--- src/rtl/rhp_pkg.sv ---
package rhp_pkg;

  localparam int KEY_BYTES    = 5;
  localparam int STAT_BYTES   = 2;
  localparam int SECRET_BYTES = 8;
  localparam int WORD_BYTES   = 4;
  localparam int SEG_BYTES    = 64;

  typedef enum logic [2:0] {
    PH_IDLE,
    PH_TEXT,
    PH_SECRET,
    PH_TAIL,
    PH_DONE
  } seq_phase_e;

  typedef enum logic [1:0] {
    CT_IDLE,
    CT_WORDS,
    CT_HASH
  } ctl_state_e;

  // bytes of real text entering on the byte input for n keys
  function automatic logic [31:0] text_bytes(input logic [31:0] n);
    return n * 32'(KEY_BYTES) + 32'(STAT_BYTES);
  endfunction

  // message length in bits reported in the closing word
  function automatic logic [31:0] length_bits(input logic [31:0] n);
    return (n * 32'(KEY_BYTES) + 32'(STAT_BYTES + SECRET_BYTES)) << 3;
  endfunction

  // secret bytes still owed after the word that closes the text
  function automatic logic [3:0] secret_after(input logic [2:0] held);
    return 4'(SECRET_BYTES - WORD_BYTES) + {1'b0, held};
  endfunction

  // text count of the word that carries the last secret bytes
  function automatic logic [2:0] tail_text(input logic [3:0] sec_left);
    return 3'(4'(WORD_BYTES) - sec_left);
  endfunction

endpackage

--- src/rtl/rhp_word_seq.sv ---
module rhp_word_seq
  import rhp_pkg::*;
#(
  parameter int NK_W = 8,
  localparam int TXT_W = NK_W + 3
) (
  input  logic            clk,
  input  logic            rst_n,
  input  logic            start,
  input  logic            abort,
  input  logic [NK_W-1:0] num_keys,
  input  logic            in_valid,
  input  logic [7:0]      in_byte,
  output logic            in_ready,
  input  logic            take,
  output logic            word_pend,
  output logic [31:0]     word_data,
  output logic [2:0]      word_tbytes,
  output logic            seg_first,
  output logic            seq_done,
  output logic [2:0]      carry_cnt
);

  seq_phase_e       phase;
  logic [31:0]      acc;
  logic [2:0]       cnt;
  logic [TXT_W-1:0] txt_left;
  logic [3:0]       sec_left;
  logic [5:0]       idx;
  logic [NK_W-1:0]  nkeys;
  logic             pend;
  logic [31:0]      pw;
  logic [2:0]       pc;

  logic        byte_fire;
  logic [2:0]  ncnt;
  logic [31:0] nacc;
  logic        last_byte;

  assign in_ready  = (phase == PH_TEXT) && !pend;
  assign byte_fire = in_valid && in_ready;
  assign ncnt      = cnt + 3'd1;
  assign nacc      = {acc[23:0], in_byte};
  assign last_byte = (txt_left == TXT_W'(1));

  always_ff @(posedge clk) begin
    if (!rst_n) begin
      phase    <= PH_IDLE;
      acc      <= '0;
      cnt      <= '0;
      txt_left <= '0;
      sec_left <= '0;
      idx      <= '0;
      nkeys    <= '0;
      pend     <= 1'b0;
      pw       <= '0;
      pc       <= '0;
    end else if (abort) begin
      phase <= PH_IDLE;
      pend  <= 1'b0;
      acc   <= '0;
      cnt   <= '0;
    end else if (start) begin
      phase    <= PH_TEXT;
      txt_left <= TXT_W'(text_bytes(32'(num_keys)));
      nkeys    <= num_keys;
      acc      <= '0;
      cnt      <= '0;
      idx      <= '0;
      pend     <= 1'b0;
    end else begin
      if (take) begin
        pend <= 1'b0;
        idx  <= idx + 6'd4;
      end
      case (phase)
        PH_TEXT: begin
          if (byte_fire) begin
            txt_left <= txt_left - TXT_W'(1);
            if (ncnt == 3'd4 || last_byte) begin
              pend <= 1'b1;
              pw   <= nacc;
              pc   <= ncnt;
              acc  <= '0;
              cnt  <= '0;
              if (last_byte) begin
                phase    <= PH_SECRET;
                sec_left <= secret_after(ncnt);
              end
            end else begin
              acc <= nacc;
              cnt <= ncnt;
            end
          end
        end
        PH_SECRET: begin
          if (!pend) begin
            pend <= 1'b1;
            pw   <= '0;
            if (sec_left > 4'd4) begin
              pc       <= 3'd0;
              sec_left <= sec_left - 4'd4;
            end else begin
              pc    <= tail_text(sec_left);
              phase <= PH_TAIL;
            end
          end
        end
        PH_TAIL: begin
          if (!pend) begin
            pend <= 1'b1;
            pc   <= 3'd4;
            if (idx == 6'(SEG_BYTES - WORD_BYTES)) begin
              pw    <= length_bits(32'(nkeys));
              phase <= PH_DONE;
            end else begin
              pw <= '0;
            end
          end
        end
        default: ;
      endcase
    end
  end

  assign word_pend   = pend;
  assign word_data   = pw;
  assign word_tbytes = pc;
  assign seg_first   = pend && (idx == 6'd0);
  assign seq_done    = (phase == PH_DONE) && !pend;
  assign carry_cnt   = cnt;

endmodule

--- src/rtl/rhp_wait_timer.sv ---
module rhp_wait_timer #(
  parameter int TIMEOUT = 64,
  localparam int CW = $clog2(TIMEOUT + 1)
) (
  input  logic          clk,
  input  logic          rst_n,
  input  logic          waiting,
  output logic          expire,
  output logic [CW-1:0] count
);

  logic [CW-1:0] cnt;

  assign expire = waiting && (cnt == CW'(TIMEOUT - 1));

  always_ff @(posedge clk) begin
    if (!rst_n) cnt <= '0;
    else if (!waiting || expire) cnt <= '0;
    else cnt <= cnt + CW'(1);
  end

  assign count = cnt;

endmodule

--- src/rtl/rep_hash_packer.sv ---
module rep_hash_packer
  import rhp_pkg::*;
#(
  parameter int NK_W    = 8,
  parameter int TIMEOUT = 64,
  localparam int CW = $clog2(TIMEOUT + 1)
) (
  input  logic            clk,
  input  logic            rst_n,
  input  logic            start,
  input  logic [NK_W-1:0] num_keys,
  input  logic            in_valid,
  input  logic [7:0]      in_byte,
  output logic            in_ready,
  output logic            word_valid,
  output logic [31:0]     word_data,
  output logic [2:0]      word_tbytes,
  output logic            seg_first,
  input  logic            word_ready,
  output logic            hash_req,
  input  logic            hash_done,
  input  logic            hash_match,
  output logic            busy,
  output logic            res_valid,
  output logic            res_match,
  output logic            res_timeout
);

  ctl_state_e    ctl;
  logic          seq_start;
  logic          seq_pend;
  logic          seq_done;
  logic          seq_seg;
  logic [2:0]    seq_carry;
  logic          take;
  logic          waiting;
  logic          expire;
  logic [CW-1:0] tmr_cnt;

  assign seq_start  = start && (ctl == CT_IDLE);
  assign word_valid = seq_pend && (ctl == CT_WORDS);
  assign seg_first  = seq_seg && (ctl == CT_WORDS);
  assign take       = word_valid && word_ready;
  assign hash_req   = (ctl == CT_HASH);
  assign waiting    = (word_valid && !word_ready) || (hash_req && !hash_done);
  assign busy       = (ctl != CT_IDLE);

  rhp_word_seq #(.NK_W(NK_W)) u_seq (
    .clk         (clk),
    .rst_n       (rst_n),
    .start       (seq_start),
    .abort       (expire),
    .num_keys    (num_keys),
    .in_valid    (in_valid),
    .in_byte     (in_byte),
    .in_ready    (in_ready),
    .take        (take),
    .word_pend   (seq_pend),
    .word_data   (word_data),
    .word_tbytes (word_tbytes),
    .seg_first   (seq_seg),
    .seq_done    (seq_done),
    .carry_cnt   (seq_carry)
  );

  rhp_wait_timer #(.TIMEOUT(TIMEOUT)) u_tmr (
    .clk     (clk),
    .rst_n   (rst_n),
    .waiting (waiting),
    .expire  (expire),
    .count   (tmr_cnt)
  );

  always_ff @(posedge clk) begin
    if (!rst_n) begin
      ctl         <= CT_IDLE;
      res_valid   <= 1'b0;
      res_match   <= 1'b0;
      res_timeout <= 1'b0;
    end else begin
      res_valid <= 1'b0;
      case (ctl)
        CT_IDLE: begin
          if (start) begin
            ctl         <= CT_WORDS;
            res_match   <= 1'b0;
            res_timeout <= 1'b0;
          end
        end
        CT_WORDS: begin
          if (expire) begin
            ctl         <= CT_IDLE;
            res_valid   <= 1'b1;
            res_timeout <= 1'b1;
          end else if (seq_done) begin
            ctl <= CT_HASH;
          end
        end
        CT_HASH: begin
          if (hash_done) begin
            ctl       <= CT_IDLE;
            res_valid <= 1'b1;
            res_match <= hash_match;
          end else if (expire) begin
            ctl         <= CT_IDLE;
            res_valid   <= 1'b1;
            res_timeout <= 1'b1;
          end
        end
        default: ctl <= CT_IDLE;
      endcase
    end
  end

endmodule

--- config.mk ---
export PLATFORM = sky130hd
export DESIGN_NAME = rep_hash_packer
export DESIGN_NICKNAME = d
export VERILOG_FILES = /design/src/rtl/rhp_pkg.sv /design/src/rtl/rhp_word_seq.sv /design/src/rtl/rhp_wait_timer.sv /design/src/rtl/rep_hash_packer.sv
export SDC_FILE = /design/constraint.sdc
export NUM_CORES = 1
export LEC_CHECK = 0
export BUFFER_PORTS_ARGS = -buffer_cell sky130_fd_sc_hd__buf_2
export CAP_MARGIN = 20
export CORE_MARGIN = 2
export CORE_UTILIZATION = 58
export CTS_BUF_LIST = sky130_fd_sc_hd__clkbuf_8
export DETAILED_ROUTE_END_ITERATION = 16
export GPL_TIMING_DRIVEN = 0
export HOLD_SLACK_MARGIN = 0.12
export PLACE_DENSITY = 0.79
export SYNTH_ARGS = -nofsm -noshare
export SYNTH_HDL_FRONTEND = slang
export SYNTH_HIERARCHICAL = 1
export SYNTH_SLANG_ARGS = --single-unit
--- constraint.sdc ---
create_clock -name clk -period 3.48 [get_ports clk]
set_input_delay 0.348 -clock clk [delete_from_list [all_inputs] [get_ports clk]]
set_output_delay 0.348 -clock clk [all_outputs]
set_load 0.02 [all_outputs]
# --- Word level (Yosys, flattened, before mapping) ---
# Cells that the tools add are included.
classes:
  mux: 54
  magnitude_cmp: 1
  add_sub_neg: 9
  eq_ne: 30
  n_bitwise: 3
  n_reduce_logical: 44
  n_mul: 2
ops:
  columns: ["op", "n"]
  rows:
  - ["two-way mux 32 bit", 5]
  - ["one-hot mux 32 bit (3 select lines)", 1]
  - ["two-way mux 3 bit", 13]
  - ["two-way mux 11 bit", 3]
  - ["two-way mux 24 bit", 1]
  - ["AND reduction 8 bit", 3]
  - ["multiplier 8 x 3 -> 11 bit (second input constant)", 2]
  - ["two-way mux 4 bit", 5]
  - ["one-hot mux 3 bit (3 select lines)", 2]
  - ["adder 11 x 4 -> 12 bit (second input constant)", 1]
  - ["two-way mux 6 bit", 2]
  - ["!= test 2 bit (second input constant)", 6]
  - ["!= test 3 x 2 -> 1 bit (second input constant)", 4]
  - ["!= test 3 bit (second input constant)", 4]
  - ["AND reduction 3 bit", 4]
  - ["nonzero test 2 bit", 6]
  - ["adder 11 x 2 -> 11 bit (second input constant)", 1]
  - ["== test 11 x 1 -> 1 bit (second input constant)", 1]
  - ["logical AND 1 bit", 11]
  - ["two-way mux 1 bit", 11]
  - ["subtractor 11 x 1 -> 11 bit (second input constant)", 1]
  - ["two-way mux 2 bit", 5]
  - ["!= test 2 x 1 -> 1 bit (second input constant)", 5]
  - ["one-hot mux 4 bit (2 select lines)", 1]
  - ["29 further kinds", 45]
totals:
  regBits: 107

# --- Logic depth before layout (Yosys ltp) ---
# Gate-level depths: netlist of run 1.
logic_depth:
  ltp_word: 8
  mapped_depth: 13

# --- Modules after synthesis ---
# Netlist of run 1, hierarchy kept.
modules_own_cells:
  columns: ["module", "instances", "seq_area_each_um2", "cells_per_inst", "area_per_inst_um2"]
  rows:
  - ["rhp_word_seq", 1, 1861.8, 611, 4993.5]
  - ["rep_hash_packer", 1, 100.1, 47, 392.9]
  - ["rhp_wait_timer", 1, 140.1, 31, 286.5]

# --- Worst setup path after synthesis of run 1 ---
# OpenSTA, ideal clock, no wires.
synth_timing:
  path_kind: "register -> register"
  startpoint: "register ctl[0]"
  endpoint: "register u_seq.txt_left[5]"
  path_stages_with_launch: 12
  arrival_time_ns: 2.632
  setup_slack_ns: 0.784
  synth_period_minus_slack_ns: 2.696
  n_path_buf: 0
  cell_sequence: "dfxtp_1 -> inv_1 -> ha_1 -> nand2b_4 -> o21ai_0 -> inv_1 -> nor3_1 -> or3b_2 -> nor2_1 -> and3_1 -> o32a_1 -> nor2_1"
synth_via:
  word_cells_on_any_way: 14
  cone_classes: "eq/ne: 2; mux: 1; bitwise: 1; reduce/logical: 10"
synth_rtl:
  columns: ["item", "line_no", "rtl"]
  rows:
  - ["from (decl)", "rep_hash_packer.sv:29", "ctl_state_e ctl;"]
  - ["from (signal assigned)", "rep_hash_packer.sv:76", "ctl <= CT_IDLE;"]
  - ["from (signal assigned)", "rep_hash_packer.sv:85", "ctl <= CT_WORDS;"]
  - ["from (signal assigned)", "rep_hash_packer.sv:92", "ctl <= CT_IDLE;"]
  - ["== test 2 bit", "rep_hash_packer.sv:44", "assign hash_req = (ctl == CT_HASH);"]
  - ["net hash_req", "rep_hash_packer.sv:20", "output logic hash_req,"]
  - ["logical AND 1 bit", "rep_hash_packer.sv:45", "assign waiting = (word_valid && !word_ready) || (hash_req && !hash_done);"]
  - ["logical OR 1 bit", "rep_hash_packer.sv:45", null]
  - ["net waiting", "rep_hash_packer.sv:36", "logic waiting;"]
  - ["logical AND 1 bit", "rhp_wait_timer.sv:14", "assign expire = waiting && (cnt == CW'(TIMEOUT - 1));"]
  - ["net expire", "rep_hash_packer.sv:37", "logic expire;"]
  - ["NOT 1 bit (no source line)", null, null]
  - ["AND reduction 3 bit (no source line)", null, null]
  - ["to (signal assigned)", "rhp_word_seq.sv:65", "txt_left <= TXT_W'(text_bytes(32'(num_keys)));"]
  - ["to (signal assigned)", "rhp_word_seq.sv:79", "txt_left <= txt_left - TXT_W'(1);"]
  - ["to (decl)", "rhp_word_seq.sv:27", "logic [TXT_W-1:0] txt_left;"]
# The timed path passes the listed nets, and every way through them passes these cells.
# A chain may end at the register's enable or synchronous reset.

# --- Worst setup path in the final report of run 1 ---
layout_timing:
  startpoint: "register ctl[1]"
  endpoint: "register u_seq.phase[1]"
layout_via:
  elab_chain_cells: 6
  word_cells_on_any_way: 10
  cone_classes: "eq/ne: 2; reduce/logical: 8"
layout_rtl:
  columns: ["item", "line_no", "rtl"]
  rows:
  - ["== test 2 x 1 -> 1 bit", "rep_hash_packer.sv:41", "assign word_valid = seq_pend && (ctl == CT_WORDS);"]
  - ["logical AND 1 bit", "rep_hash_packer.sv:41", null]
  - ["logical AND 1 bit", "rep_hash_packer.sv:45", null]
  - ["logical OR 1 bit (*)", "rep_hash_packer.sv:45", null]
  - ["net waiting", "rep_hash_packer.sv:36", null]
  - ["logical AND 1 bit (*)", "rhp_wait_timer.sv:14", null]
  - ["net expire", "rep_hash_packer.sv:37", null]
  - ["OR reduction 3 bit (no source line) (*)", null, null]
  - ["to (signal assigned)", "rhp_word_seq.sv:87", "phase <= PH_SECRET;"]
  - ["to (signal assigned)", "rhp_word_seq.sv:105", "phase <= PH_TAIL;"]
  - ["to (signal assigned)", "rhp_word_seq.sv:115", "phase <= PH_DONE;"]
  - ["to (decl)", "rhp_word_seq.sv:24", "seq_phase_e phase;"]
# The timed path passes the listed nets; every way through them passes the cells marked *.

==> impl_results.md, run 1 <==
- Worst Hold Path EP: u_seq/acc[4]
- Die outline height: 103 µm
- Outcome: finished clean
- Count of placed standard cells in the final layout, fillers left out: 903
- Synth top area cells: sky130_fd_sc_hd__dfxtp_1 37%, sky130_fd_sc_hd__ha_1 11%, sky130_fd_sc_hd__nand2_1 7.6%
- Wire length reported by the detailed router: 14300 µm
- Internal power summed over all cells: 1.96 mW
- Floorplan die area: 10600 µm²
- Fraction of final layout cells sized beyond drive strength 1: 0.166
- Antenna cell count: 0
- Sequential Power Share: 0.451
- Setup Total Neg Slack: 0 ns
- Number of global-route vias before repair: 4879
- Post-synthesis instance area: 5670 µm²
- Total clock sinks: 105
- WHS Path Cells: 3
- Io pins: 66
- Net Sw Power: 0.967 mW
- Final GP Congestion: 0.952
- Crit-path max cell delay: 0.52 ns
- Leakage component of the power: 2.65 nW
- Die Wd: 103 µm
- Max Buffers Root-to-Sink: 2
- Area Overhead vs Synth: 12.9%
- Hold Vio Cnt, Final: 0
- Drt drc: 0
- Initial core utilization: 0.589
- Initial DRC Count: 366
- Slowest CP cell: sky130_fd_sc_hd__nor3_2
- Cell count after placement: 887
- Setup slack on the worst flop-to-flop path: 0.27 ns
- Class of the most critical setup path: flip-flop to flip-flop
- FFs w/ async S/R, synth: 0
- Peak Freq: 312 MHz
- Pre-CTS setup slack: 0.0919 ns
- Routed len/inst: 15.9 µm
- Mapped Nets: 762
- Vias per std cell: 5.84
- Switching Share: 0.331
- Number of warning messages in the yosys log: 6
- Total congestion overflow after global routing: 0
- Setup Fix Bufs, Post-CTS: 0
- Worst slew margin relative to its limit: 0.522
- Final worst path period share: 0.922
- Post-route ant nets: 0
- Pins over their slew limit: 0
- Reported max-cap violation count: 0
- Maximum number of pins on one net before global-route repair: 20
- All-Layer GR Usage: 0.274
- Estimated wirelength of the detail-placed design: 10800 µm
- CTS H-tree depth: 3
- Clk Latency, worst-skew pair: 0.38 ns
- Tightest Hold Check Type: primary input to flip-flop
- Part of the total power dissipated in combinational logic: 0.250
- Sequence of cells on the critical path: inv_1 > ha_1 > nand2_1 > o21ai_0 > inv_1 > nor3_2 > clkbuf_1 > nor2_1 > nand2_1 > clkbuf_1 > a311oi_1
- Number of iterations in the first detailed-routing pass: 5
- Synth Register Bits: 105
- Worst Reg2Reg Path Length in Cells: 11
- Worst r2r src: ctl[1]
- Actual transition at the worst max-transition pin: 0.718 ns
- Final-layout fill cell count: 862
- Hold_buf cts: 0
- Clock Tree Root: sky130_fd_sc_hd__clkbuf_8
- Crit path arrival time: 3.45 ns
- Number of synthesized flops with an enable pin: 0
- Cell Pwr Density: 456 nW/µm²
- Count of input and output buffers: 65
- Origin of the worst min-delay path: in_byte[4]
- Clock tree from TritonCTS: built
- Share of Yosys cell area claimed by the top area cell type: 0.371
- Worst setup slack after layout: 0.273 ns
- Final net count: 838
- Cell row count: 36
- Worst-path maximum fanout: 10
- Placeable core region: 9640 µm²
- Unrepaired setup endpoints after global routing: false
- Critical path startpoint category: flip-flop
- Highest ir drop seen on vdd: 0.253 mV
- Total setup violations reported at the end of the flow: 0
- Number of CTS-inserted buffers: 9
- Post-synthesis cell count: 689
- Critical Path RT: 3.72 ns
- Syn avg cell area: 8.23 µm²
- Post-synth top area cell: sky130_fd_sc_hd__dfxtp_1
- Type of element capturing the critical path: flip-flop
- Number of antenna violations at the first check in global routing: 0
- First-pass GRT wire length: 22900 µm
- Clock edge transition at the registers on the reported setup and hold paths: 0.10 ns
- Via count: 5278
- Post-layout min period: 3.21 ns
- Part of the total power dissipated in the clock network: 0.299
- Part of the Yosys area used for sequential elements: 0.371
- Most common flop cell mapped by yosys: sky130_fd_sc_hd__dfxtp_1
- Maximum clock skew at final layout: 0.00803 ns
- Distinct cells, synth: 79
- Crit Reg-Reg Endpoint: u_seq/phase[1]
[cell families (layout without fill, tap and decap cells)]
group           after synthesis  count (layout)  synth area share
fa+ha+maj                    50              50             0.112
flops                       105             105             0.371
buf+inv                      63             144            0.0492
simple gates                282             282             0.243
mux                           3               3           0.00529
compound gates              173             173             0.200
xor+xnor                     13              13            0.0201
[cell usage after synthesis, drive strengths merged (4+ instances only)]
library cell / number
nand2: 115
dfxtp: 105
a21oi: 83
nor2: 55
ha: 49
nand3: 35
inv: 29
o21ai: 26
buf: 18
nor3: 18
clkbuf: 16
a221oi: 8
nand2b: 8
and2: 7
xnor2: 7
a31oi: 6
o21a: 6
or3: 6
xor2: 6
a211oi: 5
nand3b: 5
nor2b: 5
o211ai: 5
and3: 4
or2: 4
or4: 4
[critical path, delay by kind of cell, from the launching register on]
kind	cells	cell delay (ns)
and+or+nand+nor	4	0.96
DFF	1	0.36
buffers and inverters	4	1.05
adders and majority gates	1	0.25
AOI/OAI and AO/OA	2	0.46
[final cells by class]
class	count	area [µm²]	area share
plain buffers	34	170	0.0266
clock buffers	9	124	0.0193
clock inverters	7	113	0.0176
inverters	29	109	0.0170
multi-input cells	521	3300	0.515
flip-flops and latches	105	2100	0.328
well taps	133	166	0.0260
repair buffers	65	325	0.0508
[routing by layer]
layer  part of all wire  track usage  up-vias
met5                  0            0        -
met4              0.022        0.108        0
met3              0.059       0.0264       26
met2               0.49        0.479      188
met1               0.43        0.347     2477
li1                   -            -     2587
[state kept, by name, indices dropped and copies added (netlist names), 3 cells and up]
| name | flops |
|---|---|
| u_seq/carry_cnt | 3 |
| u_tmr/count | 7 |
| u_seq/acc | 24 |
| u_seq/word_tbytes | 3 |
| u_seq/phase | 3 |
| u_seq/idx | 4 |
| u_seq/word_data | 32 |
| u_seq/txt_left | 11 |
| u_seq/sec_left | 4 |
| u_seq/nkeys | 8 |
[power groups by stage]
stage | Sequential, mW | Combinational, mW | Clock (mW)
floorplan | 1.35 | 0.510 | 0
global placement | 1.34 | 0.694 | 0
detailed placement | 1.34 | 0.714 | 0
CTS | 1.32 | 0.721 | 0.887
global route | 1.33 | 0.807 | 0.932
finish | 1.32 | 0.731 | 0.874
[repair_timing]
action / CTS / global route
resized for setup: 0 / 1
hold endpoints to repair: 0 / 0
setup endpoints to repair: 0 / 35
[how the worst max path moves through the flow]
stage / endpoint / start / slack [ns] / cells past startpoint
6_report: u_seq/phase[1] / ctl[1] / 0.27 / 11
5_1_grt: u_seq/phase[1] / ctl[1] / 0.05 / 11
4_1_cts: u_seq/phase[1] / ctl[1] / 0.08 / 11
3_5_place_dp: u_seq/phase[1] / ctl[1] / 0.09 / 11
3_3_place_gp: u_seq/phase[1] / ctl[1] / 0.23 / 11
2_1_floorplan: u_seq/txt_left[5] / ctl[0] / 0.78 / 11
[through the flow]
| stage | hold slack [ns] | util | total power [mW] | area (µm²) |
|---|---|---|---|---|
| floorplan | 0.430 | - | 1.86 | 5670 |
| finish | 0.219 | 0.665 | 2.92 | 6410 |
| detailed placement | 0.441 | 0.640 | 2.06 | 6160 |
| global placement | 0.435 | 0.640 | 2.03 | 6160 |
| CTS | 0.213 | 0.664 | 2.93 | 6400 |
| global route | 0.220 | 0.665 | 3.07 | 6410 |
[cell usage in the layout (no fill, tap or decap), drive strengths merged, types with 3 or more instances in the layout]
cell,Yosys,routed
nand2,115,115
dfxtp,105,105
a21oi,83,83
buf,18,83
nor2,55,55
ha,49,49
nand3,35,35
inv,29,32
o21ai,26,26
clkbuf,16,25
nor3,18,18
a221oi,8,8
nand2b,8,8
xnor2,7,7
and2,7,7
o21a,6,6
or3,6,6
xor2,6,6
a31oi,6,6
nor2b,5,5
o211ai,5,5
nand3b,5,5
a211oi,5,5
and3,4,4
or2,4,4
or4,4,4
o2111ai,3,3
nand4,3,3
mux2i,3,3
nor4b,3,3
a311oi,3,3
o21bai,3,3
a211o,3,3
(Power assumes the default switching activity.)
==> inputs of run 2 (changes only) <==
--- a/config.mk
+++ b/config.mk
@@ -5,7 +5,7 @@
 export SDC_FILE = /design/constraint.sdc
 export NUM_CORES = 1
 export LEC_CHECK = 0
-export BUFFER_PORTS_ARGS = -buffer_cell sky130_fd_sc_hd__buf_2
+export BUFFER_PORTS_ARGS = -buffer_cell sky130_fd_sc_hd__buf_4
 export CAP_MARGIN = 20
 export CORE_MARGIN = 2
 export CORE_UTILIZATION = 58
@@ -13,7 +13,7 @@
 export DETAILED_ROUTE_END_ITERATION = 16
 export GPL_TIMING_DRIVEN = 0
 export HOLD_SLACK_MARGIN = 0.12
-export PLACE_DENSITY = 0.79
+export PLACE_DENSITY_LB_ADDON = 0.3
 export SYNTH_ARGS = -nofsm -noshare
 export SYNTH_HDL_FRONTEND = slang
 export SYNTH_HIERARCHICAL = 1
==> impl_results.md, run 2 (synthesized netlist as in run 1, its figures left out) <==
- Max Buffers Root-to-Sink: 2
- Total congestion overflow after global routing: 0
- Highest ir drop seen on vdd: 0.268 mV
- Tightest Hold Check Type: primary input to flip-flop
- Final worst path period share: 0.900
- Final-layout fill cell count: 796
- Clock tree from TritonCTS: built
- Class of the most critical setup path: flip-flop to flip-flop
- Number of antenna violations at the first check in global routing: 0
- Number of flip-flops under the largest register name: 32
- Critical Path RT: 3.72 ns
- Reported max-cap violation count: 0
- Finished Cell Area: 6550 µm²
- Leading cell types in the layout, fill and taps excluded: 115 x sky130_fd_sc_hd__nand2_1, 105 x sky130_fd_sc_hd__dfxtp_1, 80 x sky130_fd_sc_hd__a21oi_1
- Clk Latency, worst-skew pair: 0.37 ns
- Count of input and output buffers: 65
- First-pass GRT wire length: 22900 µm
- Outcome: finished clean
- Setup Total Neg Slack: 0 ns
- Cts repair resizes: 0
- Critical path startpoint category: flip-flop
- Post-layout min period: 3.13 ns
- Unrepaired setup endpoints after global routing: false
- FF+latch area: 2100 µm²
- Io pins: 66
- Clock edge transition at the registers on the reported setup and hold paths: 0.10 ns
- Final GP Congestion: 0.948
- Cell row count: 36
- Initial core utilization: 0.589
- Routed len/inst: 15.7 µm
- Via count: 5336
- Type of element capturing the critical path: flip-flop
- Die outline height: 103 µm
- Vias per std cell: 5.91
- Worst hold slack: 0.229 ns
- Number of iterations in the first detailed-routing pass: 5
- Total clock sinks: 105
- Count of placed standard cells in the final layout, fillers left out: 903
- Hold Vio Cnt, Final: 0
- Wire length reported by the detailed router: 14100 µm
- Placeable core region: 9640 µm²
- Floorplan die area: 10600 µm²
- Total setup violations reported at the end of the flow: 0
- Setup Fix Bufs, Post-CTS: 0
- Estimated wirelength of the detail-placed design: 10500 µm
- Pins over their slew limit: 0
- Antenna cell count: 0
- Hold_buf cts: 0
- Worst-path maximum fanout: 10
- Die Wd: 103 µm
- Maximum clock skew at final layout: 0.00932 ns
- Cell count after placement: 887
- Number of global-route vias before repair: 5041
- Final net count: 838
- Most common cell after layout, fill and taps aside: sky130_fd_sc_hd__nand2_1
- Drt drc: 0
- Post-route ant nets: 0
- Cell Pwr Density: 439 nW/µm²
- Post-route total power: 2.87 mW
- Maximum number of pins on one net before global-route repair: 18
- DP Area: 6330 µm²
- All-Layer GR Usage: 0.273
- Number of CTS-inserted buffers: 9
- Crit path arrival time: 3.38 ns
- CTS H-tree depth: 3
- Worst slew margin relative to its limit: 0.549
- Initial DRC Count: 290
- Fraction of final layout cells sized beyond drive strength 1: 0.166
- Peak Freq: 319 MHz
- Area Overhead vs Synth: 15.4%
- Multi-input combinational cell area: 3300 µm²
- Clock Tree Root: sky130_fd_sc_hd__clkbuf_8
- Leakage component of the power: 2.66 nW
- Actual transition at the worst max-transition pin: 0.677 ns
-- run 2: per-layer routing --
| layer | part of all wire | global-route usage |
|---|---|---|
| met5 | 0 | 0 |
| met4 | 0.025 | 0.136 |
| met3 | 0.057 | 0.0488 |
| met2 | 0.49 | 0.455 |
| met1 | 0.43 | 0.342 |
-- run 2: final timing paths --
check	start	end	slack (ns)	depth (start not counted)
worst max-delay path	ctl[0]	u_seq/acc[22]	0.35	11
worst min register to register	u_seq/word_data[26]	u_seq/word_data[26]	0.46	2
worst max register to register	ctl[0]	u_seq/acc[22]	0.35	11
worst min-delay path	in_byte[1]	u_seq/acc[1]	0.23	3
-- run 2: cell type report --
cell class	instances	area share
buffer	34	0.0260
clock buffer	11	0.0231
clock inverter	5	0.00937
inverter	29	0.0166
multi-input combinational	521	0.504
sequential	105	0.321
tap	133	0.0254
timing repair buffer	65	0.0746
-- run 2: report_power, final --
group	internal [mW]	total, mW	switching (mW)
combinational	0.293	0.750	0.457
clock	0.378	0.806	0.428
sequential	1.26	1.32	0.0566
total	1.93	2.87	0.941
-- run 2: worst max-delay path: stages (launching register included) --
cell                       delay [ns]
sky130_fd_sc_hd__dfxtp_1         0.35
sky130_fd_sc_hd__inv_1           0.15
sky130_fd_sc_hd__ha_1            0.31
sky130_fd_sc_hd__nand2b_4        0.10
sky130_fd_sc_hd__o21ai_0         0.15
sky130_fd_sc_hd__inv_1           0.09
sky130_fd_sc_hd__nor3_2          0.55
sky130_fd_sc_hd__clkbuf_1        0.42
sky130_fd_sc_hd__nor2_1          0.17
sky130_fd_sc_hd__nand2_1         0.17
sky130_fd_sc_hd__clkbuf_1        0.43
sky130_fd_sc_hd__a21oi_1         0.09
-- run 2: through the flow --
| stage | util | setup WS, ns |
|---|---|---|
| finish | 0.679 | 0.347 |
| global route | 0.679 | 0.150 |
| CTS | 0.678 | 0.113 |
| detailed placement | 0.656 | 0.149 |
| global placement | 0.656 | 0.251 |
| floorplan | - | 0.784 |
